File: config.mk
export PLATFORM = sky130hd
export DESIGN_NAME = gpio_edge_ctrl
export DESIGN_NICKNAME = d
export VERILOG_FILES = /design/src/rtl/gpio_edge_pkg.sv /design/src/rtl/gpio_sync.sv /design/src/rtl/gpio_cfg_regs.sv /design/src/rtl/gpio_edge_cell.sv /design/src/rtl/gpio_edge_ctrl.sv
export SDC_FILE = /design/constraint.sdc
export NUM_CORES = 1
export LEC_CHECK = 0
export BUFFER_PORTS_ARGS = -buffer_cell sky130_fd_sc_hd__buf_2
export CORE_MARGIN = 5
export CORE_UTILIZATION = 60
export DETAILED_ROUTE_END_ITERATION = 8
export GPL_TIMING_DRIVEN = 0
export PLACE_DENSITY = 0.82
export REMOVE_ABC_BUFFERS = 1
export SLEW_MARGIN = 20
export SYNTH_ARGS = -nofsm -noshare
export SYNTH_HDL_FRONTEND = slang
export SYNTH_SLANG_ARGS = --single-unit
File: constraint.sdc
create_clock -name clk -period 2.85 [get_ports clk]
set_input_delay 0.1425 -clock clk [delete_from_list [all_inputs] [get_ports clk]]
set_output_delay 0.1425 -clock clk [all_outputs]
set_load 0.02 [all_outputs]
File: src/rtl/gpio_edge_pkg.sv
package gpio_edge_pkg;
   localparam int NUM_REGS = 6;
   localparam int NUM_CFG  = 5;

   // word index of each register (byte offset / 4)
   typedef enum int unsigned {
      REG_DIR = 0,
      REG_ODR = 1,
      REG_DAT = 2,
      REG_EVT = 3,
      REG_MSK = 4,
      REG_CTL = 5
   } reg_id_e;

   // slots inside the configuration store
   localparam int CFG_DIR = 0;
   localparam int CFG_ODR = 1;
   localparam int CFG_DAT = 2;
   localparam int CFG_MSK = 3;
   localparam int CFG_CTL = 4;
endpackage

File: src/rtl/gpio_sync.sv
module gpio_sync #(
   parameter int W      = 32,
   parameter int STAGES = 2
) (
   input  logic         clk,
   input  logic         rst_n,
   input  logic [W-1:0] din,
   output logic [W-1:0] dout
);
   if (STAGES < 2) begin : g_bad_stages
      $error("gpio_sync: STAGES must be at least 2");
   end

   logic [STAGES-1:0][W-1:0] chain_q;

   always_ff @(posedge clk or negedge rst_n) begin
      if (!rst_n) begin
         chain_q <= '0;
      end else begin
         chain_q[0] <= din;
         for (int s = 1; s < STAGES; s++) begin
            chain_q[s] <= chain_q[s-1];
         end
      end
   end

   assign dout = chain_q[STAGES-1];
endmodule

File: src/rtl/gpio_cfg_regs.sv
module gpio_cfg_regs #(
   parameter int PIN_COUNT = 32,
   parameter int NUM_CFG   = 5
) (
   input  logic                                clk,
   input  logic                                rst_n,
   input  logic [NUM_CFG-1:0]                  wr_en,
   input  logic [PIN_COUNT-1:0]                wr_pin,
   output logic [NUM_CFG-1:0][PIN_COUNT-1:0]   cfg
);
   for (genvar r = 0; r < NUM_CFG; r++) begin : g_reg
      always_ff @(posedge clk or negedge rst_n) begin
         if (!rst_n) begin
            cfg[r] <= '0;
         end else if (wr_en[r]) begin
            cfg[r] <= wr_pin;
         end
      end
   end
endmodule

File: src/rtl/gpio_edge_cell.sv
module gpio_edge_cell (
   input  logic clk,
   input  logic rst_n,
   input  logic lvl,          // synchronized pad level
   input  logic fall_only,    // 1: falling edges only, 0: both edges
   input  logic clr,          // write-one-to-clear strobe for this pin
   output logic evt
);
   logic prev_q;
   logic rise_w, fall_w, hit_w;

   assign rise_w = lvl & ~prev_q;
   assign fall_w = ~lvl & prev_q;
   assign hit_w  = fall_only ? fall_w : (rise_w | fall_w);

   always_ff @(posedge clk or negedge rst_n) begin
      if (!rst_n) begin
         prev_q <= 1'b0;
         evt    <= 1'b0;
      end else begin
         prev_q <= lvl;
         // a fresh edge wins over a clear in the same cycle
         evt    <= hit_w | (evt & ~clr);
      end
   end
endmodule

File: src/rtl/gpio_edge_ctrl.sv
module gpio_edge_ctrl
   import gpio_edge_pkg::*;
#(
   parameter int PIN_COUNT   = 32,
   parameter int DATA_W      = 32,
   parameter int ADDR_W      = 5,
   parameter int SYNC_STAGES = 2
) (
   input  logic                 clk,
   input  logic                 rst_n,
   input  logic [ADDR_W-1:0]    bus_addr,
   input  logic                 bus_wr,
   input  logic [DATA_W-1:0]    bus_wdata,
   output logic [DATA_W-1:0]    bus_rdata,
   input  logic [PIN_COUNT-1:0] pad_in,
   output logic [PIN_COUNT-1:0] pad_oe,
   output logic [PIN_COUNT-1:0] pad_out,
   output logic                 irq
);
   localparam int IDX_W = ADDR_W - 2;

   if (PIN_COUNT < 1 || PIN_COUNT > DATA_W) begin : g_bad_pins
      $error("gpio_edge_ctrl: PIN_COUNT must lie in 1..DATA_W");
   end
   if (ADDR_W < 5) begin : g_bad_addr
      $error("gpio_edge_ctrl: ADDR_W must reach offset 0x14");
   end

   // ---------------- address decode ----------------
   logic [IDX_W-1:0]     word_idx;
   logic                 aligned;
   logic [NUM_REGS-1:0]  wr_sel;
   logic [PIN_COUNT-1:0] wr_pin;

   assign word_idx = bus_addr[ADDR_W-1:2];
   assign aligned  = (bus_addr[1:0] == 2'b00);

   always_comb begin
      for (int r = 0; r < NUM_REGS; r++) begin
         wr_sel[r] = bus_wr && aligned && (int'(word_idx) == r);
      end
   end

   // register bit (DATA_W-1-n) belongs to pin n
   always_comb begin
      for (int n = 0; n < PIN_COUNT; n++) begin
         wr_pin[n] = bus_wdata[DATA_W-1-n];
      end
   end

   // ---------------- configuration store ----------------
   logic [NUM_CFG-1:0]                cfg_wr;
   logic [NUM_CFG-1:0][PIN_COUNT-1:0] cfg;

   assign cfg_wr[CFG_DIR] = wr_sel[REG_DIR];
   assign cfg_wr[CFG_ODR] = wr_sel[REG_ODR];
   assign cfg_wr[CFG_DAT] = wr_sel[REG_DAT];
   assign cfg_wr[CFG_MSK] = wr_sel[REG_MSK];
   assign cfg_wr[CFG_CTL] = wr_sel[REG_CTL];

   gpio_cfg_regs #(.PIN_COUNT(PIN_COUNT), .NUM_CFG(NUM_CFG)) u_cfg (
      .clk    (clk),
      .rst_n  (rst_n),
      .wr_en  (cfg_wr),
      .wr_pin (wr_pin),
      .cfg    (cfg)
   );

   logic [PIN_COUNT-1:0] dir_pin, odr_pin, dat_pin, msk_pin, ctl_pin;
   assign dir_pin = cfg[CFG_DIR];
   assign odr_pin = cfg[CFG_ODR];
   assign dat_pin = cfg[CFG_DAT];
   assign msk_pin = cfg[CFG_MSK];
   assign ctl_pin = cfg[CFG_CTL];

   // ---------------- input path ----------------
   logic [PIN_COUNT-1:0] lvl_pin;

   gpio_sync #(.W(PIN_COUNT), .STAGES(SYNC_STAGES)) u_sync (
      .clk   (clk),
      .rst_n (rst_n),
      .din   (pad_in),
      .dout  (lvl_pin)
   );

   logic [PIN_COUNT-1:0] evt_pin;
   logic [PIN_COUNT-1:0] clr_pin;

   assign clr_pin = wr_sel[REG_EVT] ? wr_pin : '0;

   for (genvar n = 0; n < PIN_COUNT; n++) begin : g_pin
      gpio_edge_cell u_cell (
         .clk       (clk),
         .rst_n     (rst_n),
         .lvl       (lvl_pin[n]),
         .fall_only (ctl_pin[n]),
         .clr       (clr_pin[n]),
         .evt       (evt_pin[n])
      );
   end

   // ---------------- output drive ----------------
   for (genvar n = 0; n < PIN_COUNT; n++) begin : g_drive
      assign pad_oe[n]  = dir_pin[n] & (odr_pin[n] ? ~dat_pin[n] : 1'b1);
      assign pad_out[n] = dat_pin[n] & ~odr_pin[n];
   end

   assign irq = |(evt_pin & msk_pin);

   // ---------------- read path ----------------
   logic [PIN_COUNT-1:0] rd_pin;
   logic [PIN_COUNT-1:0] dat_view;

   assign dat_view = (dir_pin & dat_pin) | (~dir_pin & lvl_pin);

   always_comb begin
      rd_pin = '0;
      if (aligned) begin
         case (int'(word_idx))
            REG_DIR: rd_pin = dir_pin;
            REG_ODR: rd_pin = odr_pin;
            REG_DAT: rd_pin = dat_view;
            REG_EVT: rd_pin = evt_pin;
            REG_MSK: rd_pin = msk_pin;
            REG_CTL: rd_pin = ctl_pin;
            default: rd_pin = '0;
         endcase
      end
   end

   always_comb begin
      bus_rdata = '0;
      for (int n = 0; n < PIN_COUNT; n++) begin
         bus_rdata[DATA_W-1-n] = rd_pin[n];
      end
   end
endmodule

==> impl_metrics.csv, run 1 <==
group,metric,value,unit
pwr,p_total,11.0,mW
route,vias_per_cell,6.19,
worst_setup_path,crit_fanout,13,
clock_network,clock_latency,0.54,ns
layout,drive_above_1_share,37.6,%
pwr,vdd_drop_max,0.473,mV
route,dr.pass1.iters,5,
worst_setup_path,arrival,2.15,ns
worst_setup_path,worstPathRequired,2.71,ns
placed_design,dp_cells,1331,
placed_design,port_buffers,168,
clock_network,cts_buffers,29,
worst_setup_path,worst-r2r-cell-count,4,
die,die-height,156,um
grt,grt_pass1_wl,52.1,mm
flow_run,cap_violations,0,
route,wl_per_cell,22.5,um
worst_setup_path,r2r_start,"u_sync.dout[8]",
timing,setup_viol,0,
worst_setup_path,critical_path_class,"input port to output pin",
yosys,ys_ff_latch,288,
die,core_area,21100,um^2
timing,worst_slew_pin_slew,1.01,ns
yosys,yosys.area.top_type,"dfrtp_1",
layout,syn2layout_area_growth,22.1,%
worst_setup_path,cp-startpoint,"bus_addr[2]",
die,die_x,156,um
yosys,syn_inst,917,
timing,period_share,80.4,%
worst_setup_path,end_kind,"output pin",
timing,period_needed,2.29,ns
clock_network,cts_max_path_buffers,3,
yosys,ys.flop_type,"dfrtp_1",
timing,hold_viol,0,
route,routed_wl,32.6,mm
yosys,synthesis.area,12900,um^2
worst_setup_path,cp-start-kind,"input port",
yosys,synth_area_leaders,"dfrtp_1, mux2_4, mux2_2",
clock_network,path_clk_slew,0.06,ns
timing,report.final.slew_viol_count,0,
grt,grt_max_degree,97,
placed_design,place_hpwl,20.3,mm
die,start_util,61.0,%
die,die_area,24500,um^2
route,drt_iter0_markers,647,
clock_network,postCtsSetupBuffers,0,
clock_network,cts_tree,"done",
clock_network,cts_resized,0,
yosys,synth-edff-count,0,
layout,final_util,74.4,%
yosys,syn_avg_cell_area,14.0,um^2
min_path,hp-class,"input port to flop",
timing,maxSlewHeadroom,32.6,%
die,fp-row-count,53,
route,ant_nets,0,
status,status,"complete, no violations",
timing,grt_setup_unrepaired,"false",
clock_network,cts-root-buf,"clkbuf_16",
worst_setup_path,crit_end,"bus_rdata[10]",
grt,grt.overflow.total,0,
clock_network,h-tree-depth,1,
timing,fin_skew,0.0134,ns
yosys,yosysSeqAreaShare,56.1,%
worst_setup_path,r2r-end,"g_pin[8].u_cell.evt",
route,vias,8975,
grt,antenna_found_initial,1,
placed_design,gp_congestion,0.788,
yosys,async_flop_share,100,%
pwr,leakagePower,7.50,nW
yosys,synthDistinctLibCells,27,
worst_setup_path,regToRegSetupSlack,1.70,ns
clock_network,clock-sinks,288,
grt,grt_pass1_vias,9489,
grt,grt_usage,26.7,%
route,post-route-drc-count,0,
layout,nets,1256,
yosys,ys.warnings.count,0,
pwr,power_density,698,nW/um^2
timing,fmax,436,MHz
yosys,synth_top_area_share,56.1,%
clock_network,ctsHoldBuffers,65,
die,io_pins,169,
layout,layout.cells.non_filler,1449,
registers in the layout, indices dropped and copies added (netlist names):
signal               flops
g_pin.u_cell.evt        32
g_pin.u_cell.prev_q     32
u_cfg.cfg              160
u_sync.chain_q          32
u_sync.dout             32
critical path, stage by stage:
cell and delay [ns]:
buf_2 0.25, nor3b_4 0.79, buf_6 0.30, a22oi_1 0.11
a31oi_1 0.30, buf_2 0.23
kinds of logic after synthesis:
logic type | after synthesis | synth area share (%)
AOI/OAI and AO/OA | 206 | 12.4
and+or+nand+nor | 116 | 5.25
DFF | 288 | 56.1
buffers and inverters | 81 | 3.47
muxes | 194 | 19.8
adders and majority gates | 32 | 3.11
report_power, final:
group | leakage (nW) | switching [mW] | internal, mW | total, mW
Sequential | 3.45 | 0.511 | 4.61 | 5.12
Combinational | 3.57 | 0.931 | 1.05 | 1.98
Clock | 0.486 | 1.56 | 2.30 | 3.86
Total | 7.50 | 3.00 | 7.95 | 11.0
through the flow:
stage	worst slack [ns]	setup TNS (ns)	area, um^2	hold slack (ns)
global route	0.494	0	15700	0.0313
detailed placement	0.481	0	14100	0.132
floorplan	0.442	0	12500	-0.153
global placement	-3.56	-1288.76	13700	0.250
CTS	0.538	0	15700	0.0126
finish	0.558	0	15700	0.0387
cells in the final DEF, fill, tap and decap left out, types with 2 or more instances in the layout:
master / Yosys / layout
a21boi_0: 32 / 32
a221o_1: 32 / 32
a22oi_1: 109 / 109
a31oi_1: 32 / 32
buf_16: 0 / 4
buf_2: 6 / 167
buf_6: 18 / 10
buf_8: 0 / 5
bufinv_16: 0 / 2
clkbuf_1: 24 / 4
clkbuf_16: 0 / 29
clkbuf_8: 0 / 10
clkinv_2: 0 / 5
dfrtp_1: 288 / 288
dlygate4sd3_1: 0 / 65
ha_1: 32 / 32
inv_1: 33 / 33
mux2_2: 98 / 98
mux2_4: 95 / 95
nand2_4: 5 / 5
nand3_1: 32 / 32
nand4_1: 4 / 4
nor2_1: 32 / 32
nor2b_1: 32 / 32
nor3b_4: 1 / 4
cell usage after synthesis, drive strengths merged (2+ instances only):
library cell and number:
ha 32, nor2 32, mux2 193, a21boi 32, buf 24, dfrtp 288, a31oi 32, nor3b 4
a22oi 109, clkbuf 24, nand4 4, nor2b 32, a221o 32, and3b 2, nand2 5, inv 33
nand3 32
worst min-delay path by stage:
stage	to	depth (start not counted)	start	slack, ns
after floorplan	g_pin[0].u_cell.evt	0	rst_n	-0.15
after global placement	u_sync.chain_q[1]	1	pad_in[1]	0.25
after detailed placement	u_cfg.cfg[1]	1	rst_n	0.13
after CTS	g_pin[8].u_cell.evt	4	bus_addr[0]	0.01
after global routing	g_pin[20].u_cell.evt	4	bus_addr[1]	0.03
final	g_pin[8].u_cell.evt	4	bus_addr[1]	0.04
routing by layer:
| metal | track usage [%] | share of wire [%] | wire length (um) | vias up |
|---|---|---|---|---|
| met1 | 35.5 | 40 | 13000 | 4590 |
| li1 | - | - | - | 3904 |
| met4 | 9.59 | 3.1 | 1030 | 0 |
| met3 | 4.59 | 7.5 | 2430 | 85 |
| met5 | 0 | 0 | 0 | - |
| met2 | 44.5 | 49 | 16100 | 396 |
layout make-up:
type | count | area, um^2
clock buffers | 43 | 878
inverters | 33 | 124
flip-flops and latches | 288 | 7210
repair buffers | 252 | 1800
fillers | 1327 | 5390
clock inverters | 9 | 101
well taps | 275 | 344
multi-input cells | 548 | 5230
diodes | 1 | 2.50
(Power assumes the default switching activity.)
==> run 2, diff against run 1 <==
CORE_UTILIZATION = 58   (was 60)
PLACE_DENSITY = 0.8   (was 0.82)
clock period = 2.25 ns   (was 2.85 ns; I/O delays follow)
==> impl_metrics.csv, run 2 (synthesis gave the netlist of run 1 again) <==
group,metric,value,unit
clock_network,h-tree-depth,1,
layout,regMostFlops,"u_cfg.cfg",
worst_setup_path,arrival,2.11,ns
worst_setup_path,path_buf_inv,3,
timing,worst_slew_pin_slew,0.985,ns
layout,antennaDiodeCount,0,
timing,report.final.slew_viol_count,0,
pwr,leakagePower,7.52,nW
worst_setup_path,cp-start-kind,"input port",
clock_network,clock_latency,0.54,ns
die,fp-row-count,54,
timing,hold-worst-slack,0.0175,ns
min_path,hp-class,"input port to flop",
timing,fin_tns_setup,0,ns
worst_setup_path,worstPathRequired,2.14,ns
worst_setup_path,max_stage_delay,0.64,ns
grt,grt_pass1_vias,9490,
placed_design,gp_congestion,0.768,
die,core_area,21800,um^2
timing,layout_setup_ws,0.0315,ns
worst_setup_path,critical_path_depth,5,
worst_setup_path,cp_top_family,"buffers and inverters",
route,post-route-drc-count,0,
route,dr.pass1.iters,7,
grt,grt_pass1_wl,52.1,mm
layout,final_common_cell,"dfrtp_1",
die,die_area,25200,um^2
worst_setup_path,slowest_stage,"or2_2",
worst_setup_path,path_cells,"dlygate4sd3_1 > buf_2 > or2_2 > a31oi_1 > buf_2",
layout,drive_above_1_share,38.0,%
route,vias_per_cell,6.10,
worst_setup_path,r2r_start,"u_sync.dout[5]",
layout,nets,1262,
pwr,power_density,870,nW/um^2
route,ant_nets,0,
layout,largest_reg_flops,160,
status,status,"complete, no violations",
layout,final_util,72.2,%
clock_network,cts_tree,"done",
clock_network,cts-root-buf,"clkbuf_16",
clock_network,clock-sinks,288,
timing,fmax,451,MHz
route,wl_per_cell,22.3,um
min_path,holdCritStartpoint,"bus_addr[1]",
layout,syn2layout_area_growth,22.5,%
route,routed_wl,32.5,mm
worst_setup_path,end_kind,"output pin",
clock_network,cts_max_path_buffers,3,
worst_setup_path,r2r-end,"g_pin[5].u_cell.evt",
grt,grt.overflow.total,0,
clock_network,path_clk_slew,0.06,ns
placed_design,place_hpwl,19.8,mm
worst_setup_path,regToRegSetupSlack,1.09,ns
pwr,vdd_drop_max,0.543,mV
worst_setup_path,crit_end,"bus_rdata[27]",
timing,fin_skew,0.00661,ns
die,io_pins,169,
layout,mostFrequentLayoutCells,"dfrtp_1, buf_2, a22oi_1",
worst_setup_path,critical_path_class,"input port to output pin",
grt,grt_usage,25.1,%
route,vias,8900,
layout,layout.cells.non_filler,1458,
placed_design,dp_slack,-0.307,ns
timing,setup_viol,0,
timing,maxSlewHeadroom,34.3,%
route,drt_iter0_markers,750,
die,die_x,159,um
worst_setup_path,worst-r2r-cell-count,4,
worst_setup_path,cp-startpoint,"bus_addr[0]",
clock_network,cts_buffers,29,
timing,period_share,98.6,%
timing,period_needed,2.22,ns
placed_design,dp_cells,1337,
worst_setup_path,crit_fanout,32,
die,start_util,58.9,%
flow_run,cap_violations,0,
grt,grt_max_degree,95,
worst_setup_path,cpMostUsedCell,"buf_2",
placed_design,port_buffers,168,
die,die-height,159,um
grt,antenna_found_initial,0,
timing,hold_viol,0,
-- run 2: cell types whose count changed in the layout (fill, tap and decap cells not counted), moves of 2 or more --
cell	delta
buf_4	+2
dlygate4sd3_1	+3
buf_8	+2
a22oi_1	-6
a22oi_2	+6
clkbuf_8	-2
-- run 2: timing repair --
action,4_1_cts,5_1_grt
cloned,0,0
hold buffers,68,0
endpoints found under the setup margin,1,1
gates resized for setup,1,6
endpoints found under the hold margin,418,0
pin swaps,0,3
buffers inserted,0,2
-- run 2: through the flow --
step,total power [mW],instance area [um^2]
floorplan,7.99,12500
global placement,8.78,13700
detailed placement,8.93,14100
CTS,13.7,15700
global route,14.3,15700
finish,13.7,15700
-- run 2: layout make-up --
type | count | area, um^2
clock buffer | 42 | 855
clock inverter | 9 | 78.8
fill | 1423 | 6080
inverter | 33 | 124
multi-input combinational | 548 | 5260
sequential | 288 | 7210
tap | 280 | 350
timing repair buffer | 258 | 1870
-- run 2: worst min-delay path by stage --
stage / end / slack [ns] / cells after the start
finish: g_pin[7].u_cell.evt / 0.02 / 4
global placement: u_sync.chain_q[28] / 0.22 / 1
global route: g_pin[7].u_cell.evt / 0.05 / 4
CTS: g_pin[10].u_cell.evt / 0.001 / 4
detailed placement: g_pin[19].u_cell.prev_q / 0.009 / 1
floorplan: g_pin[0].u_cell.evt / -0.18 / 0
-- run 2: per-layer routing --
layer  global-route usage, %  part of all wire (%)  vias to the layer above
met5                       0                     0                        -
met4                    8.92                   3.4                        0
met3                    4.30                   6.4                       84
met2                    41.4                    49                      368
met1                    34.0                    41                     4530
li1                        -                     -                     3918
-- run 2: power breakdown --
part           leakage (nW)  internal (mW)  total [mW]  switching, mW
logic                  3.61           1.35        2.52           1.18
registers              3.45           5.84        6.48          0.641
clock network         0.459           2.73        4.70           1.97
total                  7.52           9.92        13.7           3.78
-- run 2: tightest hold or removal path: stages --
cell and delay (ns):
buf_2 0.11, nor3b_4 0.08, nand3_1 0.10, a221o_1 0.13
